**src/rtl/irq_hub_pkg.sv**
```systemverilog
`timescale 1ns/1ps
package irq_hub_pkg;
  // bank ordering inside the event vector and address map
  localparam int NENG     = 4;
  localparam int NPIPE    = 3;
  localparam int BK_ENG0  = 0;
  localparam int BK_PIPE0 = NENG;
  localparam int BK_PORT  = NENG + NPIPE;
  localparam int BK_MISC  = BK_PORT + 1;
  localparam int BK_PWR   = BK_MISC + 1;
  localparam int NBANK    = BK_PWR + 1;

  // master word bit positions
  localparam int SUM_E0_LO = 0;
  localparam int SUM_E0_HI = 1;
  localparam int SUM_E1_LO = 2;
  localparam int SUM_E1_HI = 3;
  localparam int SUM_E3    = 6;
  localparam int SUM_PIPE0 = 16;
  localparam int SUM_PORT  = 20;
  localparam int SUM_MISC  = 22;
  localparam int SUM_SB    = 23;
  localparam int SUM_PWR   = 30;

  typedef enum logic [1:0] {
    REG_STAT  = 2'd0,
    REG_MASK  = 2'd1,
    REG_IDENT = 2'd2,
    REG_ENAB  = 2'd3
  } reg_sel_e;
endpackage

```
**src/rtl/irq_hub_bank.sv**
```systemverilog
`timescale 1ns/1ps
module irq_hub_bank #(
  parameter int DW = 32
) (
  input  logic          clk,
  input  logic          rst,
  input  logic [DW-1:0] ev_i,
  input  logic          mask_we_i,
  input  logic          enab_we_i,
  input  logic          ident_we_i,
  input  logic [DW-1:0] wdata_i,
  output logic [DW-1:0] stat_o,
  output logic [DW-1:0] mask_o,
  output logic [DW-1:0] enab_o,
  output logic [DW-1:0] ident_o
);
  logic [DW-1:0] prev_q, mask_q, enab_q, ident_q, queue_q;
  logic [DW-1:0] rise, occ, clr, id_mid, q_mid, id_d, q_d;

  assign rise = ev_i & ~prev_q;
  assign occ  = rise & enab_q & ~mask_q;
  assign clr  = ident_we_i ? wdata_i : '0;

  // clear first (queued slot moves forward), then add the new occurrence
  always_comb begin
    id_mid = (ident_q & ~clr) | (queue_q & clr);
    q_mid  = queue_q & ~clr;
    id_d   = id_mid | occ;
    q_d    = q_mid | (occ & id_mid);
  end

  always_ff @(posedge clk) begin
    if (rst) begin
      prev_q  <= '0;
      mask_q  <= '1;
      enab_q  <= '0;
      ident_q <= '0;
      queue_q <= '0;
    end else begin
      prev_q  <= ev_i;
      ident_q <= id_d;
      queue_q <= q_d;
      if (mask_we_i) mask_q <= wdata_i;
      if (enab_we_i) enab_q <= wdata_i;
    end
  end

  assign stat_o  = ev_i;
  assign mask_o  = mask_q;
  assign enab_o  = enab_q;
  assign ident_o = ident_q;

  // a newly set identity bit needs a qualified rising edge in the prior cycle
  p_latch_qualified_r3: assert property (@(posedge clk) disable iff (rst)
    1'b1 |=> ((ident_q & ~$past(ident_q) & ~$past(rise & enab_q & ~mask_q)) == '0));

  // bits not written with one stay set
  p_zero_write_keeps_r4: assert property (@(posedge clk) disable iff (rst)
    1'b1 |=> (($past(ident_q) & ~$past(clr) & ~ident_q) == '0));

  // a queued occurrence reappears after a clear
  p_queue_reappears_r5: assert property (@(posedge clk) disable iff (rst)
    1'b1 |=> (($past(queue_q) & $past(clr) & ~ident_q) == '0));

  // the second slot is never held without the first
  always_ff @(posedge clk) begin
    if (!rst) begin
      p_queue_behind_ident_r5: assert ((queue_q & ~ident_q) == '0);
    end
  end
endmodule

```
**src/rtl/irq_hub_master.sv**
```systemverilog
`timescale 1ns/1ps
module irq_hub_master
  import irq_hub_pkg::*;
#(
  parameter int DW = 32,
  parameter int NP = NPIPE
) (
  input  logic                   clk,
  input  logic                   rst,
  input  logic                   gen_we_i,
  input  logic                   gen_wdata_i,
  input  logic [DW-1:0]          eng0_i,
  input  logic [DW-1:0]          eng1_i,
  input  logic [DW-1:0]          eng3_i,
  input  logic [NP-1:0][DW-1:0]  pipe_i,
  input  logic [DW-1:0]          port_i,
  input  logic [DW-1:0]          misc_i,
  input  logic [DW-1:0]          pwr_i,
  input  logic                   sb_i,
  output logic [DW-1:0]          master_o,
  output logic                   irq_o
);
  localparam int HW = DW / 2;

  logic [DW-2:0] sum;
  logic          gen_q, irq_q;

  always_comb begin
    sum            = '0;
    sum[SUM_E0_LO] = |eng0_i[HW-1:0];
    sum[SUM_E0_HI] = |eng0_i[DW-1:HW];
    sum[SUM_E1_LO] = |eng1_i[HW-1:0];
    sum[SUM_E1_HI] = |eng1_i[DW-1:HW];
    sum[SUM_E3]    = |eng3_i;
    for (int p = 0; p < NP; p++) begin
      sum[SUM_PIPE0 + p] = |pipe_i[p];
    end
    sum[SUM_PORT]  = |port_i;
    sum[SUM_MISC]  = |misc_i;
    sum[SUM_SB]    = sb_i;
    sum[SUM_PWR]   = |pwr_i;
  end

  always_ff @(posedge clk) begin
    if (rst) begin
      gen_q <= 1'b0;
      irq_q <= 1'b0;
    end else begin
      if (gen_we_i) gen_q <= gen_wdata_i;
      irq_q <= gen_q & (|sum);
    end
  end

  assign master_o = {gen_q, sum};
  assign irq_o    = irq_q;

  // global enable clear forces the output low next cycle
  p_gen_gates_r9: assert property (@(posedge clk) disable iff (rst)
    !gen_q |=> !irq_o);

  // enabled and pending raises the output next cycle
  p_pending_raises_r9: assert property (@(posedge clk) disable iff (rst)
    (gen_q && (|master_o[DW-2:0])) |=> irq_o);

  // the global enable only changes through a write
  p_gen_write_only_r8: assert property (@(posedge clk) disable iff (rst)
    !gen_we_i |=> $stable(gen_q));
endmodule

```
**src/rtl/irq_hub_regs.sv**
```systemverilog
`timescale 1ns/1ps
module irq_hub_regs
  import irq_hub_pkg::*;
#(
  parameter int AW = 8,
  parameter int DW = 32,
  parameter int NB = NBANK
) (
  input  logic                  clk,
  input  logic                  rst,
  input  logic                  wr_en_i,
  input  logic                  rd_en_i,
  input  logic [AW-1:0]         addr_i,
  input  logic [DW-1:0]         master_i,
  input  logic [NB-1:0][DW-1:0] stat_i,
  input  logic [NB-1:0][DW-1:0] mask_i,
  input  logic [NB-1:0][DW-1:0] enab_i,
  input  logic [NB-1:0][DW-1:0] ident_i,
  output logic                  gen_we_o,
  output logic [NB-1:0]         mask_we_o,
  output logic [NB-1:0]         enab_we_o,
  output logic [NB-1:0]         ident_we_o,
  output logic [DW-1:0]         rdata_o
);
  localparam int SW = AW - 4;

  logic [SW-1:0] slot;
  reg_sel_e      sel;
  logic          aligned, master_hit, any_hit;
  logic [NB-1:0] bsel;
  logic [DW-1:0] rmux, rdata_q;

  assign slot    = addr_i[AW-1:4];
  assign sel     = reg_sel_e'(addr_i[3:2]);
  assign aligned = (addr_i[1:0] == 2'b00);

  always_comb begin
    master_hit = aligned && (slot == '0) && (sel == REG_STAT);
    bsel       = '0;
    rmux       = '0;
    if (master_hit) rmux = master_i;
    for (int b = 0; b < NB; b++) begin
      bsel[b] = aligned && (slot == SW'(b + 1));
      if (bsel[b]) begin
        case (sel)
          REG_STAT:  rmux = stat_i[b];
          REG_MASK:  rmux = mask_i[b];
          REG_IDENT: rmux = ident_i[b];
          default:   rmux = enab_i[b];
        endcase
      end
    end
    any_hit = master_hit || (|bsel);
  end

  assign gen_we_o = wr_en_i && master_hit;

  for (genvar g = 0; g < NB; g++) begin : g_strobe
    assign mask_we_o[g]  = wr_en_i && bsel[g] && (sel == REG_MASK);
    assign enab_we_o[g]  = wr_en_i && bsel[g] && (sel == REG_ENAB);
    assign ident_we_o[g] = wr_en_i && bsel[g] && (sel == REG_IDENT);
  end

  always_ff @(posedge clk) begin
    if (rst)          rdata_q <= '0;
    else if (rd_en_i) rdata_q <= rmux;
  end

  assign rdata_o = rdata_q;

  // a read outside the map returns zero
  p_unmapped_zero_r10: assert property (@(posedge clk) disable iff (rst)
    (rd_en_i && !any_hit) |=> (rdata_o == '0));

  // at most one write target per access
  p_single_target_r10: assert property (@(posedge clk) disable iff (rst)
    $onehot0({gen_we_o, mask_we_o, enab_we_o, ident_we_o}));
endmodule

```
**src/rtl/irq_hub.sv**
```systemverilog
`timescale 1ns/1ps
module irq_hub
  import irq_hub_pkg::*;
#(
  parameter int AW = 8,
  parameter int DW = 32
) (
  input  logic                clk,
  input  logic                rst,
  input  logic [NBANK*DW-1:0] ev_i,
  input  logic                sb_pending_i,
  input  logic                wr_en_i,
  input  logic                rd_en_i,
  input  logic [AW-1:0]       addr_i,
  input  logic [DW-1:0]       wdata_i,
  output logic [DW-1:0]       rdata_o,
  output logic                irq_o
);
  logic [NBANK-1:0][DW-1:0] stat_w, mask_w, enab_w, ident_w;
  logic [NBANK-1:0]         mask_we, enab_we, ident_we;
  logic [NPIPE-1:0][DW-1:0] pipe_w;
  logic [DW-1:0]            master_w;
  logic                     gen_we;

  for (genvar b = 0; b < NBANK; b++) begin : g_bank
    irq_hub_bank #(.DW(DW)) i_bank (
      .clk        (clk),
      .rst        (rst),
      .ev_i       (ev_i[b*DW +: DW]),
      .mask_we_i  (mask_we[b]),
      .enab_we_i  (enab_we[b]),
      .ident_we_i (ident_we[b]),
      .wdata_i    (wdata_i),
      .stat_o     (stat_w[b]),
      .mask_o     (mask_w[b]),
      .enab_o     (enab_w[b]),
      .ident_o    (ident_w[b])
    );
  end

  for (genvar p = 0; p < NPIPE; p++) begin : g_pipe
    assign pipe_w[p] = ident_w[BK_PIPE0 + p];
  end

  irq_hub_master #(.DW(DW), .NP(NPIPE)) i_master (
    .clk         (clk),
    .rst         (rst),
    .gen_we_i    (gen_we),
    .gen_wdata_i (wdata_i[DW-1]),
    .eng0_i      (ident_w[BK_ENG0]),
    .eng1_i      (ident_w[BK_ENG0 + 1]),
    .eng3_i      (ident_w[BK_ENG0 + 3]),
    .pipe_i      (pipe_w),
    .port_i      (ident_w[BK_PORT]),
    .misc_i      (ident_w[BK_MISC]),
    .pwr_i       (ident_w[BK_PWR]),
    .sb_i        (sb_pending_i),
    .master_o    (master_w),
    .irq_o       (irq_o)
  );

  irq_hub_regs #(.AW(AW), .DW(DW), .NB(NBANK)) i_regs (
    .clk        (clk),
    .rst        (rst),
    .wr_en_i    (wr_en_i),
    .rd_en_i    (rd_en_i),
    .addr_i     (addr_i),
    .master_i   (master_w),
    .stat_i     (stat_w),
    .mask_i     (mask_w),
    .enab_i     (enab_w),
    .ident_i    (ident_w),
    .gen_we_o   (gen_we),
    .mask_we_o  (mask_we),
    .enab_we_o  (enab_we),
    .ident_we_o (ident_we),
    .rdata_o    (rdata_o)
  );
endmodule

```
**config.mk**
```make
export PLATFORM = sky130hd
export DESIGN_NAME = irq_hub
export DESIGN_NICKNAME = d
export VERILOG_FILES = /design/src/rtl/irq_hub_pkg.sv /design/src/rtl/irq_hub_bank.sv /design/src/rtl/irq_hub_master.sv /design/src/rtl/irq_hub_regs.sv /design/src/rtl/irq_hub.sv
export SDC_FILE = /design/constraint.sdc
export NUM_CORES = 2
export LEC_CHECK = 0
export ABC_AREA = 1
export BUFFER_PORTS_ARGS = -buffer_cell sky130_fd_sc_hd__buf_2
export CAP_MARGIN = 0
export CORE_ASPECT_RATIO = 1.4
export CORE_MARGIN = 2
export CORE_UTILIZATION = 30
export DETAILED_ROUTE_END_ITERATION = 8
export PLACE_DENSITY = 0.49
export SLEW_MARGIN = 20
export SYNTH_ARGS = -nofsm -noshare
export SYNTH_HDL_FRONTEND = slang
export SYNTH_SLANG_ARGS = --single-unit
```
**constraint.sdc**
```tcl
create_clock -name clk -period 2.75 [get_ports clk]
set_input_delay 0.6875 -clock clk [delete_from_list [all_inputs] [get_ports clk]]
set_output_delay 0.6875 -clock clk [all_outputs]
set_load 0.01 [all_outputs]
```
# Word-level counts from Yosys, hierarchy flattened

Index checks and enable logic that the tools add are counted.

Output and inout bits: 33
Word-level logic and storage cells: 296
Input bits: 365
Bits in registers: 1634

Reduce and logical (&&, ||, !) cells: 68
Bitwise gates (word level): 131
Mux-type cells: 31
Equal/unequal tests: 13

Operator list:

| cell               | count |
|---|---|
| $and 32x32->32     | 70 |
| $not 32->32        | 30 |
| $or 32x32->32      | 30 |
| $pmux 32 s3        | 10 |
| $mux 32            | 21 |
| $reduce_or 289->1  | 1 |
| $reduce_or 32->1   | 7 |
| $reduce_or 16->1   | 4 |
| $logic_and 1x1->1  | 53 |
| $eq 4x3->1 const B | 4 |
| $eq 4x4->1 const B | 3 |
| $eq 4x2->1 const B | 2 |
| $eq 2x2->1 const B | 2 |
| $eq 4x1->1 const B | 1 |
| $logic_not 2->1    | 2 |
| $logic_not 4->1    | 1 |
| $eq 2x1->1 const B | 1 |
| $and 1x1->1        | 1 |

# Logic depth before layout (Yosys ltp)

Word-level depth: 14
Mapped depth: 16
Mapped depth without buffers: 15

# By module

Synthesis repeated with hierarchy kept, for this count alone.

Cells, all modules: 11845
Area total of the unflattened synthesis: 77898.5 um2

Modules (own cells, without submodules):

| module         | cells an instance | seq. area each (um2) | area each (um2) | times used |
|---|---|---|---|---|
| irq_hub_bank   | 903               | 3203.1               | 6493.7          | 10 |
| irq_hub_regs   | 2501              | 640.6                | 11644.9         | 1 |
| irq_hub_master | 314               | 40.0                 | 1316.3          | 1 |

# Worst setup path before layout

Ideal clock, no wire load.

Path kind: input-to-reg
Start: input addr_i[2]
End: register g_bank[0].i_bank.ident_q[29]
Path slack: 0.401 ns
Required time: 2.635 ns
Setup time: 0.115 ns
Stages on the path: 10
Arrival time: 2.233 ns
Path buffers: 3
Cell sequence: buf_2 inv_2 nand2_1 buf_2 nor3_2 buf_2 nand2_1 mux2_1 o21ai_0 inv_1

Longest elaborated chain between the ends: 7
Elaborated cells between the ends (all ways): 8
Classes of those cells: eq/ne (1); mux (1); bitwise (5); reduce/logical (1)

Ends and longest elaborated chain:

| item                 | RTL line           | RTL |
|---|---|---|
| start, declared      | irq_hub.sv:14      | `input logic [AW-1:0] addr_i,` |
| $eq 2x2->1 *         | irq_hub_regs.sv:61 | `assign ident_we_o[g] = wr_en_i && bsel[g] && (sel == REG_IDENT);` |
| $logic_and 1x1->1 *  | irq_hub_regs.sv:61 |  |
| $mux 32 *            | irq_hub_bank.sv:22 | `assign clr = ident_we_i ? wdata_i : '0;` |
| $not 32->32          | irq_hub_bank.sv:26 | `id_mid = (ident_q & ~clr) \| (queue_q & clr);` |
| $and 32x32->32       | irq_hub_bank.sv:26 |  |
| $or 32x32->32 *      | irq_hub_bank.sv:26 |  |
| $or 32x32->32 *      | irq_hub_bank.sv:28 | `id_d = id_mid \| occ;` |
| end signal, assigned | irq_hub_bank.sv:41 | `ident_q <= id_d;` |
| end, declared        | irq_hub_bank.sv:17 | `logic [DW-1:0] prev_q, mask_q, enab_q, ident_q, queue_q;` |

Every way passes the cells marked *; elsewhere a longest branch is shown, timed or not.
A chain may end at the register's enable or synchronous reset.

# Worst setup path after layout

Start: input addr_i[2]
End: register i_regs.rdata_q[7], in the netlist i_regs.rdata_o[7]

Longest elaborated chain between the ends: 12
Elaborated cells between the ends (all ways): 23
Classes of those cells: eq/ne (2); mux (20); reduce/logical (1)

Ends and longest elaborated chain:

| item                                     | RTL line           | RTL |
|---|---|---|
| $eq 2x2->1, or another cell as far along | irq_hub_regs.sv:45 | `case (sel)` |
| $pmux 32 s3                              | irq_hub_regs.sv:45 |  |
| $mux 32 (9 in series)                    | irq_hub_regs.sv:44 | `if (bsel[b]) begin` |
| $mux 32 *                                | irq_hub_regs.sv:44 |  |
| end signal, assigned                     | irq_hub_regs.sv:66 | `else if (rd_en_i) rdata_q <= rmux;` |
| end, declared                            | irq_hub_regs.sv:31 | `logic [DW-1:0] rmux, rdata_q;` |

Marks and branches as above.

==> metrics.txt <==
status finished, violations left; failing checks setup timing; fin crit share 101%; top_reg_cell synth dfxtp_1; TritonRoute pass-1 iters 8; Synth area leaders dfxtp_1 46%, nand2_1 11%, a21oi_1 8.8%; Antenna Violating Nets Remaining 0; number of max-cap violations 0; Fin. Hold Viols 0; worst hold path class input pin to flip-flop; Layout Utilization 37.7%; Area growth, synth to finish 25.0%; vias in the first global route 69.3k; Synth warnings 0; f_max 359 MHz; Clk pwr share 45.4%; syn_nets 10.4k; Cell Pwr Density 590 nW/um2; grt total ovfl 0; core area 234000 um2; final setup violation count 3; CP Buf/Inv Count 5; startpoint types input pin; Top Ports 398; Die H 578 um; synth unique cells 31; Max Slew Vio Count 0; post-DP HPWL 267000 um; clk slew on worst S/H paths 0.06 ns; Synth area leader dfxtp_1; Die ar. 239000 um2; synthesized cell area 70600 um2; wire per inst 25.9 um; I/O Buffers 397; gpl congestion 0.976; commonest non-fill, non-tap cell in the layout nand2_1; flops & latches, synth 1634; worst path required time 3.48 ns; EDFF count, synth 0; layout cells sized above 1 15.3%; clock buffer depth 4; VDD IR max 0.483 mV; Final Skew 0.0764 ns; actual slew at the worst max-slew pin 1.04 ns; Post-synth ARST share 0%; CTS Sinks 1634; Logic pwr share 8.3%; commonest cells after routing, fill and taps aside 2023 x nand2_1, 1628 x dfxtp_1, 1293 x inv_1; number of DRC markers in iteration 0 7086; Cell Int Power 38.4 mW; clk_lat worst skew 0.89 ns; Post-Route WL 362000 um; Via density 5.24; Core Rows 210; critical path type input pin to flip-flop; CTS tree yes; relative slew slack 29.9%; cell chain of the critical path buf_4 -> inv_2 -> buf_4 -> nand2_4 -> buf_12 -> buf_4 -> o22ai_1 -> nor2_1 -> nor2_1 -> nor2_1 -> nand4_1 -> nand2_1 -> nand3_1 -> nand2_1 -> a21oi_1; Final WS setup -0.0320 ns; critical path data arrival time 3.51 ns; Switching Share 26.3%; H-tree depth 4; crit path max fanout 14; synthesized area per cell 7.06 um2; DR vias 73.3k; min Tclk post-route 2.78 ns; worst slack, placed -1.30 ns; clock root buffer clkbuf_16; antenna violations before repair 39; NetSw 13.7 mW; first-pass GRT wire length 506000 um; CP max stage cell nand4_1; Mapped Cells 10.0k; DP Cell Count 13.7k; GRT Total Usage 29.2%; CP delay by family, top simple AND/OR/NAND/NOR gates; chip width 414 um; Hold Slack 0.0411 ns; # DRC 0; fin cells 14.0k; CP endpoint kind flip-flop; Final nets 11.1k; largest net degree at the start of global routing 134; Synth top area share 46.3%; Starting Density 30.2%; Seq/Total Area, Yosys 46.3%; cts bufs inserted 178; Seq pwr share 46.3%; max incr delay on CP 0.40 ns; leakage power 39.2 nW
==> area by class of cell <==
cell class | instances | area, um2
antenna | 15 | 37.5
clock buffer | 272 | 5230
clock inverter | 37 | 287
fill | 24600 | 146000
inverter | 1312 | 4940
multi-input combinational | 6433 | 30900
sequential | 1634 | 32700
tap | 3074 | 3850
timing repair buffer | 1214 | 10300
==> cells in the mapped netlist (14+ instances only) <==
cell       number
nand2_1      2054
dfxtp_1      1634
inv_1        1295
a21oi_1      1249
nor2_1       1001
o21ai_0       946
clkbuf_1      464
nor4_1        299
nand3_1       256
o22ai_1       149
o211ai_1      116
buf_2         105
mux2_2         81
nand4_1        60
buf_1          52
nor3_1         51
o221ai_1       42
mux2_1         40
o2111ai_1      34
a221oi_1       18
inv_2          14
==> state kept, by name, indices dropped and copies added, names as in the netlist <==
name and cells:
g_bank.i_bank.ident_o 320, g_bank.i_bank.mask_o 320, i_master.gen_q 1, i_master.irq_o 1, g_bank.i_bank.queue_q 320, g_bank.i_bank.enab_o 320, i_regs.rdata_o 32, g_bank.i_bank.prev_q 320
==> what timing repair did <==
action,4_1_cts,5_1_grt
gates resized for setup,44,47
hold buffers,2,0
pin swaps,10,19
setup endpoints to repair,10,14
hold endpoints to repair,2,0
setup buffers,3,3
==> worst paths after layout <==
path | startpoint | to | slack (ns) | depth (start not counted)
worst max-delay path | addr_i[2] | i_regs.rdata_o[7] | -0.03 | 15
worst min-delay path | ev_i[238] | g_bank[7].i_bank.prev_q[14] | 0.04 | 3
worst max register to register | g_bank[1].i_bank.ident_o[25] | i_regs.rdata_o[3] | 0.05 | 14
worst min register to register | g_bank[0].i_bank.queue_q[5] | g_bank[0].i_bank.queue_q[5] | 0.46 | 2
==> cell families (layout without fill, tap and decap cells) <==
kind of cell           Yosys count  after routing  share of synthesized area [%]
AO/OA/AOI/OAI                 2569           2569                           19.4
buffers and inverters         1936           2835                           10.5
flip-flops                    1634           1634                           46.3
multiplexers                   121            121                           1.93
other                            0             15                              0
AND/OR/NAND/NOR               3743           3743                           21.9
==> metrics by stage <==
stage          setup TNS [ns]  power, mW  instance area (um2)
3_3_place_gp          -244.62       28.8                82400
2_1_floorplan               0       26.2                70600
6_report              -0.0790       52.1                88300
3_5_place_dp          -273.78       28.8                82400
4_1_cts                     0       52.3                88000
5_1_grt               -0.0290       53.4                88200
==> metal layers <==
layer	wire [um]	vias to the layer above	track usage (%)	part of all wire, %
met5	118	-	0	0.033
met2	166000	3081	48.3	46
met1	142000	35200	34.9	39
li1	-	34200	-	-
met3	23800	767	4.13	6.6
met4	29600	18	20.6	8.2
==> power groups by stage <==
| stage | clock (mW) | sequential, mW | combinational, mW |
|---|---|---|---|
| 2_1_floorplan | 0 | 24.6 | 1.66 |
| 3_3_place_gp | 0 | 24.6 | 4.22 |
| 3_5_place_dp | 0 | 24.6 | 4.23 |
| 4_1_cts | 24.0 | 24.1 | 4.25 |
| 5_1_grt | 24.8 | 24.1 | 4.49 |
| 6_report | 23.6 | 24.1 | 4.32 |
==> worst register-to-register path, cell delays in order (launching register included) <==
cell and delay, ns:
dfxtp_1 0.33, nor2_1 0.13, buf_4 0.20, nand2_1 0.07, nor2_1 0.19, nand2_1 0.21, nand2_1 0.15, nand2_1 0.06
nor2_1 0.15, buf_4 0.16, nand3_1 0.14, nand2_2 0.20, nand4_1 0.38, nand2_1 0.17, a21oi_1 0.07
Note: power is estimated with default switching activity, not from simulation.
